--- config.mk ---
export PLATFORM = sky130hd
export DESIGN_NAME = sc_octant_lut
export DESIGN_NICKNAME = d
export VERILOG_FILES = /design/src/rtl/sc_fold_pkg.sv /design/src/rtl/sc_fold_stage.sv /design/src/rtl/sc_quarter_rom.sv /design/src/rtl/sc_sign_swap.sv /design/src/rtl/sc_octant_lut.sv
export SDC_FILE = /design/constraint.sdc
export NUM_CORES = 1
export LEC_CHECK = 0
export BUFFER_PORTS_ARGS = -buffer_cell sky130_fd_sc_hd__buf_2
export CORE_MARGIN = 8
export CORE_UTILIZATION = 40
export CTS_BUF_LIST = sky130_fd_sc_hd__clkbuf_8
export DETAILED_ROUTE_END_ITERATION = 8
export PLACE_DENSITY = 0.61
export SLEW_MARGIN = 30
export SYNTH_ARGS = -nofsm -noshare
export SYNTH_HDL_FRONTEND = slang
export SYNTH_SLANG_ARGS = --single-unit
--- constraint.sdc ---
create_clock -name clk_i -period 2.3 [get_ports clk_i]
set_input_delay 0.23 -clock clk_i [delete_from_list [all_inputs] [get_ports clk_i]]
set_output_delay 0.23 -clock clk_i [all_outputs]
set_load 0.01 [all_outputs]
--- src/rtl/sc_fold_pkg.sv ---
package sc_fold_pkg;

  typedef logic [2:0] octant_t;

  localparam real QTR_PI = 0.785398163397448309616;

  // rounded magnitude of sin or cos at idx steps of (pi/4)/2^r_w
  function automatic longint quarter_val(longint idx, int r_w, int mag_w, bit want_cos);
    real amp;
    real th;
    real v;
    amp = (2.0 ** (mag_w - 1)) - 1.0;
    th  = (real'(idx) * QTR_PI) / (2.0 ** r_w);
    v   = want_cos ? amp * $cos(th) : amp * $sin(th);
    return longint'($floor(v + 0.5));
  endfunction

  function automatic logic oct_swap(octant_t o);
    return o[0] ^ o[1];
  endfunction

  function automatic logic oct_sin_neg(octant_t o);
    return o[2];
  endfunction

  function automatic logic oct_cos_neg(octant_t o);
    return o[2] ^ o[1];
  endfunction

endpackage

--- src/rtl/sc_fold_stage.sv ---
module sc_fold_stage
  import sc_fold_pkg::*;
#(
  parameter int PHASE_W = 10,
  localparam int R_W = PHASE_W - 3
) (
  input  logic               clk_i,
  input  logic               rst_ni,
  input  logic               ce_i,
  input  logic               valid_i,
  input  logic [PHASE_W-1:0] phase_i,
  output logic               valid_o,
  output octant_t            oct_o,
  output logic [R_W-1:0]     idx_o
);

  octant_t        oct_in;
  logic [R_W-1:0] res_in;
  logic [R_W-1:0] idx_d;

  assign oct_in = phase_i[PHASE_W-1 -: 3];
  assign res_in = phase_i[R_W-1:0];
  // odd octant: mirror residual so the table is read from pi/4 downwards
  assign idx_d  = oct_in[0] ? ~res_in : res_in;

  always_ff @(posedge clk_i or negedge rst_ni) begin
    if (!rst_ni) begin
      valid_o <= 1'b0;
      oct_o   <= '0;
      idx_o   <= '0;
    end else if (ce_i) begin
      valid_o <= valid_i;
      oct_o   <= oct_in;
      idx_o   <= idx_d;
    end
  end

endmodule

--- src/rtl/sc_quarter_rom.sv ---
module sc_quarter_rom
  import sc_fold_pkg::*;
#(
  parameter int R_W   = 7,
  parameter int MAG_W = 12,
  localparam int DEPTH = 1 << R_W
) (
  input  logic             clk_i,
  input  logic             rst_ni,
  input  logic             ce_i,
  input  logic             valid_i,
  input  octant_t          oct_i,
  input  logic [R_W-1:0]   idx_i,
  output logic             valid_o,
  output octant_t          oct_o,
  output logic [MAG_W-1:0] sin_q_o,
  output logic [MAG_W-1:0] cos_q_o
);

  logic [MAG_W-1:0] sin_tab [DEPTH];
  logic [MAG_W-1:0] cos_tab [DEPTH];

  for (genvar gi = 0; gi < DEPTH; gi++) begin : g_tab
    localparam longint SV = quarter_val(longint'(gi), R_W, MAG_W, 1'b0);
    localparam longint CV = quarter_val(longint'(gi), R_W, MAG_W, 1'b1);
    assign sin_tab[gi] = MAG_W'(SV);
    assign cos_tab[gi] = MAG_W'(CV);
  end

  always_ff @(posedge clk_i or negedge rst_ni) begin
    if (!rst_ni) begin
      valid_o <= 1'b0;
      oct_o   <= '0;
      sin_q_o <= '0;
      cos_q_o <= '0;
    end else if (ce_i) begin
      valid_o <= valid_i;
      oct_o   <= oct_i;
      sin_q_o <= sin_tab[idx_i];
      cos_q_o <= cos_tab[idx_i];
    end
  end

endmodule

--- src/rtl/sc_sign_swap.sv ---
module sc_sign_swap
  import sc_fold_pkg::*;
#(
  parameter int MAG_W = 12
) (
  input  logic             clk_i,
  input  logic             rst_ni,
  input  logic             ce_i,
  input  logic             valid_i,
  input  octant_t          oct_i,
  input  logic [MAG_W-1:0] sin_q_i,
  input  logic [MAG_W-1:0] cos_q_i,
  output logic             valid_o,
  output logic [MAG_W-1:0] sin_o,
  output logic [MAG_W-1:0] cos_o
);

  localparam logic [MAG_W-1:0] MOST_NEG = {1'b1, {(MAG_W-1){1'b0}}};
  localparam logic [MAG_W-1:0] MOST_POS = {1'b0, {(MAG_W-1){1'b1}}};

  function automatic logic [MAG_W-1:0] neg_sat(logic [MAG_W-1:0] x);
    return (x == MOST_NEG) ? MOST_POS : (~x + 1'b1);
  endfunction

  logic [MAG_W-1:0] sin_pre, cos_pre, sin_d, cos_d;

  always_comb begin
    if (oct_swap(oct_i)) begin
      sin_pre = cos_q_i;
      cos_pre = sin_q_i;
    end else begin
      sin_pre = sin_q_i;
      cos_pre = cos_q_i;
    end
    sin_d = oct_sin_neg(oct_i) ? neg_sat(sin_pre) : sin_pre;
    cos_d = oct_cos_neg(oct_i) ? neg_sat(cos_pre) : cos_pre;
  end

  always_ff @(posedge clk_i or negedge rst_ni) begin
    if (!rst_ni) begin
      valid_o <= 1'b0;
      sin_o   <= '0;
      cos_o   <= '0;
    end else if (ce_i) begin
      valid_o <= valid_i;
      sin_o   <= sin_d;
      cos_o   <= cos_d;
    end
  end

endmodule

--- src/rtl/sc_octant_lut.sv ---
module sc_octant_lut
  import sc_fold_pkg::*;
#(
  parameter int PHASE_W = 10,
  parameter int MAG_W   = 12,
  localparam int R_W    = PHASE_W - 3
) (
  input  logic               clk_i,
  input  logic               rst_ni,
  input  logic               ce_i,
  input  logic               valid_i,
  input  logic [PHASE_W-1:0] phase_i,
  output logic               valid_o,
  output logic [MAG_W-1:0]   sin_o,
  output logic [MAG_W-1:0]   cos_o
);

  logic             v1, v2;
  octant_t          oct1, oct2;
  logic [R_W-1:0]   idx1;
  logic [MAG_W-1:0] sin_q, cos_q;

  sc_fold_stage #(.PHASE_W(PHASE_W)) u_fold (
    .clk_i   (clk_i),
    .rst_ni  (rst_ni),
    .ce_i    (ce_i),
    .valid_i (valid_i),
    .phase_i (phase_i),
    .valid_o (v1),
    .oct_o   (oct1),
    .idx_o   (idx1)
  );

  sc_quarter_rom #(.R_W(R_W), .MAG_W(MAG_W)) u_rom (
    .clk_i   (clk_i),
    .rst_ni  (rst_ni),
    .ce_i    (ce_i),
    .valid_i (v1),
    .oct_i   (oct1),
    .idx_i   (idx1),
    .valid_o (v2),
    .oct_o   (oct2),
    .sin_q_o (sin_q),
    .cos_q_o (cos_q)
  );

  sc_sign_swap #(.MAG_W(MAG_W)) u_sign (
    .clk_i   (clk_i),
    .rst_ni  (rst_ni),
    .ce_i    (ce_i),
    .valid_i (v2),
    .oct_i   (oct2),
    .sin_q_i (sin_q),
    .cos_q_i (cos_q),
    .valid_o (valid_o),
    .sin_o   (sin_o),
    .cos_o   (cos_o)
  );

endmodule

==> results_dict.tcl, run 1 <==
set metrics [dict create \
    grt_remaining_overflow 0 \
    top_layer_used "met4" \
    grt_max_degree 65 \
    gp_congestion 1.005 \
    yosys-top-cells-area "dfrtp_1 26%, mux2_2 4.9%, mux2i_1 4.7%, nor2_1 4.3%, a21oi_1 4.2%" \
    peakVddDrop_mv 0.4135 \
    p_sw_mw 2.593 \
    cts_tree "done" \
    async_flop_share 1.000 \
    critPathBufInv 1 \
    hp-class "in -> reg" \
    cts_root_buf "clkbuf_8" \
    dr_wl_met3_mm 1.681 \
    yosysTopAreaCellShare 0.2612 \
    rsz0062_at_grt "no" \
    io_pins 39 \
    yosysTopAreaCell "dfrtp_1" \
    cp_top_family "compound AO/OA/AOI/OAI gates" \
    cts_inserted_buffers 9 \
    cp-startpoint "u_fold.idx_o[0]" \
    die-area_um2 19000 \
    insertion_delay_ns 0.36 \
    sw_frac_of_total 0.4304 \
    synth-adder-area-share 0.03750 \
    n_fill_cell 1454 \
    worst_pin_slew_ns 0.5915 \
    maxSlewViolCount 0 \
    synthMuxAreaShare 0.1243 \
    postCtsSetupBuffers 0 \
    max_slew_margin 0.6048 \
    core_um2 14530 \
    cp.arrival_ns 2.47 \
    synth.net_count 747 \
    synth_top_family_by_area "compound AO/OA/AOI/OAI gates" \
    syn2layout_area_growth_pct 17.40 \
    first_global_vias 5883 \
    yosysSeqAreaShare 0.2612 \
    path_depth 7 \
    grt_pass1_wl_mm 34.89 \
    critPathKind "reg -> reg" \
    ys_seq_elements 62 \
    skew_ns 0.01412 \
    netlist-cell-type-count 75 \
    yosys.area_share.simple 0.1936 \
    cpPeakStageDelay_ns 0.41 \
    power_frac_comb 0.523 \
    netlist_area_um2 5939 \
    hold_depth 2 \
    setup.worst_path.end "u_rom.sin_q_o[2]" \
    rr_startpoint "u_fold.idx_o[0]" \
    p_leak_nw 2.835 \
    power_density_nw_per_um2 864.0 \
    cp_cell_sequence "clkinvlp_4 -> ha_4 -> nor2_4 -> or3_1 -> a21oi_1 -> o211ai_1 -> a41oi_1" \
    clock.fmax_mhz 454.9 \
    synth_xor_area_frac 0.04993 \
    ys.flop_type "dfrtp_1" \
    fin_nets 805 \
    dieHeight_um 137.9 \
    drv_cap 0 \
    reg2reg_setup_slack_ns 0.10 \
    wl_met2_mm 10.24 \
    syn-instance-count 716 \
    cts.sinks 62 \
    drc_errors 0 \
    grt_usage 0.2397 \
    drtIter0Drc 716 \
    fin_crit_ns 2.198 \
    p_clk_frac 0.187 \
    wire_per_inst_um 23.11 \
    avgSynthCellArea_um2 8.295 \
    tns_ns 0 \
    ys_warn_count 0 \
    synth.most_common_cell "nor2_1" \
    cp_max_fo 11 \
    whs_ns 0.1071 \
    dr_total_vias 6119 \
    critical-path-slowest-cell "ha_4" \
    clockBufferDepth 2 \
    die_x_um 137.9 \
    portBuffers 38 \
    wl_mm 22.26 \
    status "finished clean" \
    period_share 0.9557 \
    diodes 0 \
    drive_above_1_share 0.2593 \
    viasPerCell 6.354 \
    timing.rr.end "u_rom.sin_q_o[2]" \
    drt_pass1_iterations 6 \
    clk_pin_slew_worst_paths_ns 0.08 \
    seqPwrFrac 0.290 \
    finalSetupViolCount 0 \
    intPower_mw 3.432 \
    endpoint_kind "flop" \
    synth_edf_count 0 \
    rows 44 \
    finalHoldViolCount 0 \
    ant_nets 0 \
    worstSetupStartpointType "flop" \
    reg2reg_depth 7 \
    htree_num_levels 3 \
    m1WireLength_mm 9.275 \
    synth_compound_gate_area_share 0.2578 \
    start_util 0.4087 \
    dp_hpwl_mm 16.45 \
    required_ns 2.57 \
    synthTopCellsByCount "68 x nor2_1, 62 x dfrtp_1, 50 x a21oi_1" \
    antenna_found_initial 0 \
]
## final cells by class
type | instances | area [um2] | share of cell area
Clock buffer | 10 | 137.6 | 0.01974
Clock inverter | 6 | 85.08 | 0.01220
Inverter | 16 | 67.56 | 0.009690
Multi-Input combinational cell | 565 | 3994 | 0.5728
Sequential cell | 62 | 1555 | 0.2230
Tap cell | 184 | 230.2 | 0.03302
Timing Repair Buffer | 120 | 903.4 | 0.1296
## metal layers
metal  track usage  up-vias
met3       0.04529       65
met2        0.3713      296
met4        0.1290        0
li1              -     2780
met5             0        -
met1        0.3098     2978
## metrics by stage
stage          utilization  setup slack (ns)  total power, mW  instances  cell area, um2
2_1_floorplan            -           0.01279            3.736        716            5964
3_3_place_gp        0.4606          -0.03988            4.815        946            6694
3_5_place_dp        0.4606         -0.007161            4.846        946            6694
4_1_cts             0.4768           0.02863            6.008        963            6929
5_1_grt             0.4798          0.005221            6.406        963            6973
6_report            0.4798            0.1019            6.025        963            6973
## cells by family (layout without fill, tap and decap cells)
kind of cell,Yosys count,after routing
compound gates,227,227
xor+xnor,33,33
fa+ha+maj,18,18
buf+inv,89,152
flops,62,62
mux,62,62
simple gates,225,225
## flip-flops by register name, summed over array words and instances, names as in the netlist
signal / count
u_sign.cos_o: 12
u_sign.sin_o: 12
u_rom.cos_q_o: 11
u_rom.sin_q_o: 11
u_fold.idx_o: 7
u_fold.oct_o: 3
u_rom.oct_o: 3
u_fold.valid_o: 1
u_rom.valid_o: 1
u_sign.valid_o: 1
## cells in the final DEF (no fill, tap or decap), types with 11 or more instances in the layout
cell,Yosys,layout
buf_4,7,72
nor2_1,68,68
dfrtp_1,62,59
a21oi_1,50,50
o21ai_0,49,48
buf_2,29,38
nand2_1,36,36
mux2i_1,28,28
mux2_2,26,26
xnor2_1,21,21
nand3_1,19,19
nand2b_1,18,18
nor3_1,18,17
nor2b_1,17,16
o211ai_1,16,16
a31oi_1,16,16
ha_1,17,12
a211oi_1,11,11
inv_1,13,11
## timing repair
action | in CTS | in global routing
cloned | 0 | 0
pin swaps | 0 | 1
setup endpoints to repair | 2 | 9
resized for setup | 2 | 12
hold buffers | 1 | 0
endpoints found under the hold margin | 11 | 0
## power by group through the flow
stage	Combinational [mW]	Clock, mW	Sequential (mW)
after floorplan	2.03	0	1.70
after global placement	3.06	0	1.75
after detailed placement	3.08	0	1.77
after CTS	3.09	1.17	1.74
after global routing	3.41	1.20	1.79
final	3.15	1.13	1.75
## worst min-delay path by stage
stage	startpoint	endpoint	slack (ns)
global route	valid_i	u_fold.valid_o	0.09
finish	valid_i	u_fold.valid_o	0.11
floorplan	rst_ni	u_fold.idx_o[0]	-0.07
detailed placement	rst_ni	u_rom.cos_q_o[4]	0.20
global placement	rst_ni	u_rom.sin_q_o[7]	0.19
CTS	valid_i	u_fold.valid_o	0.08
Power figures use the tool's default switching activity.
==> run 2, diff against run 1 <==
--- a/config.mk
+++ b/config.mk
@@ -6,11 +6,13 @@
 export NUM_CORES = 1
 export LEC_CHECK = 0
 export BUFFER_PORTS_ARGS = -buffer_cell sky130_fd_sc_hd__buf_2
+export CELL_PAD_IN_SITES_DETAIL_PLACEMENT = 2
+export CELL_PAD_IN_SITES_GLOBAL_PLACEMENT = 2
 export CORE_MARGIN = 8
-export CORE_UTILIZATION = 40
+export CORE_UTILIZATION = 35
 export CTS_BUF_LIST = sky130_fd_sc_hd__clkbuf_8
 export DETAILED_ROUTE_END_ITERATION = 8
-export PLACE_DENSITY = 0.61
+export PLACE_DENSITY = 0.81
 export SLEW_MARGIN = 30
 export SYNTH_ARGS = -nofsm -noshare
 export SYNTH_HDL_FRONTEND = slang
==> results_dict.tcl, run 2 (synthesis gave the netlist of run 1 again) <==
set metrics [dict create \
    portBuffers 38 \
    worstSetupStartpointType "flop" \
    fin_crit_ns 2.275 \
    period_share 0.9893 \
    tns_ns 0 \
    dp_hpwl_mm 21.01 \
    worst_pin_slew_ns 0.6782 \
    cts_root_buf "clkbuf_8" \
    maxSlewViolCount 0 \
    grt_pass1_wl_mm 43.28 \
    syn2layout_area_growth_pct 19.74 \
    cp.arrival_ns 2.51 \
    drive_above_1_share 0.2777 \
    drt_pass1_iterations 5 \
    rsz0062_at_grt "yes" \
    clockBufferDepth 2 \
    required_ns 2.53 \
    cp_max_fo 11 \
    skew_ns 0.01870 \
    rows 47 \
    drc_errors 0 \
    diodes 0 \
    grt_remaining_overflow 0 \
    gp_congestion 0.9879 \
    final_cell_mix "81 x buf_4, 67 x nor2_1, 58 x dfrtp_1" \
    endpoint_kind "flop" \
    grt_max_degree 74 \
    drv_cap 0 \
    start_util 0.3582 \
    insertion_delay_ns 0.39 \
    fin_nets 811 \
    htree_num_levels 3 \
    ant_nets 0 \
    drtIter0Drc 408 \
    final_common_cell "buf_4" \
    first_global_vias 7059 \
    antenna_found_initial 0 \
    dieHeight_um 146.3 \
    dr_total_vias 6409 \
    die_x_um 146.3 \
    p_leak_nw 2.878 \
    die-area_um2 21390 \
    core_um2 16580 \
    hp-class "in -> reg" \
    viasPerCell 6.377 \
    finalHoldViolCount 0 \
    clk_pin_slew_worst_paths_ns 0.09 \
    cts.sinks 62 \
    peakVddDrop_mv 0.5064 \
    cts_inserted_buffers 9 \
    io_pins 39 \
    max_slew_margin 0.5479 \
    grt_usage 0.2602 \
    power_density_nw_per_um2 923.9 \
    wl_mm 28.33 \
    status "finished clean" \
    n_fill_cell 1866 \
    critPathKind "reg -> reg" \
    wire_per_inst_um 28.19 \
    top_regs "u_sign.cos_o (12), u_sign.sin_o (12)" \
    clock.fmax_mhz 439.5 \
    finalSetupViolCount 0 \
    whs_ns 0.08498 \
    cts_tree "done" \
]
run 2: changes by cell type in the layout (fill, tap and decap cells not counted), moves of 3 or more:
cell / change
buf_4: +9
mux2i_1: -3
buf_12: -3
mux2i_2: +3
clkinvlp_4: -3
run 2: timing repair:
action / in CTS / in global routing
setup buffers: 0 / 1
pin swaps: 0 / 3
resized for setup: 12 / 14
setup endpoints to repair: 9 / 17
hold buffers: 1 / 0
hold endpoints to repair: 19 / 0
run 2: final timing paths:
kind,startpoint,slack [ns],cells past startpoint,to
worst max register to register,u_fold.idx_o[0],0.02,8,u_rom.cos_q_o[3]
worst max-delay path,u_fold.idx_o[0],0.02,8,u_rom.cos_q_o[3]
worst min-delay path,phase_i[9],0.08,2,u_fold.oct_o[2]
worst min register to register,u_sign.sin_o[10],0.49,2,u_sign.sin_o[10]
min in group asynchronous,rst_ni,0.38,2,u_rom.cos_q_o[8]
max in group asynchronous,rst_ni,1.29,3,u_rom.sin_q_o[5]
run 2: where the power goes:
group / total, mW / internal, mW / switching [mW]
Clock: 1.35 / 0.826 / 0.523
Sequential: 1.82 / 1.40 / 0.415
Combinational: 3.41 / 1.42 / 1.99
run 2: per-layer routing:
metal | global-route usage | vias to the layer above | routed length (um)
met5 | 0 | - | 0
met4 | 0.1329 | 0 | 1290
met3 | 0.04790 | 79 | 1730
met2 | 0.4366 | 263 | 13930
met1 | 0.3126 | 3286 | 11380
li1 | - | 2781 | -
run 2: cell type report:
cell class / count / area (um2) / area share
clock buffer: 9 / 123.9 / 0.01742
clock inverter: 7 / 137.6 / 0.01935
inverter: 16 / 65.06 / 0.009148
multi-input combinational: 565 / 4043 / 0.5684
sequential: 62 / 1556 / 0.2189
tap: 220 / 275.3 / 0.03871
timing repair buffer: 126 / 910.9 / 0.1281
run 2: critical path, stage by stage, from the launching register on:
cell        delay (ns)
dfrtp_1           0.40
clkinvlp_4        0.18
ha_4              0.31
nor2b_1           0.17
o31ai_1           0.42
o211ai_1          0.17
o211ai_1          0.18
buf_4             0.17
a41oi_1           0.12
run 2: stage by stage:
| step | util | setup slack (ns) | total power [mW] | instances | instance area, um2 |
|---|---|---|---|---|---|
| after global routing | 0.4289 | -0.04382 | 6.867 | 1005 | 7112 |
| after CTS | 0.4246 | 0.01613 | 6.488 | 1004 | 7041 |
| after global placement | 0.4064 | -0.1812 | 4.820 | 987 | 6739 |
| after detailed placement | 0.4064 | -0.2999 | 5.065 | 987 | 6739 |
| after floorplan | - | 0.01279 | 3.736 | 716 | 5964 |
| final | 0.4289 | 0.02451 | 6.570 | 1005 | 7112 |
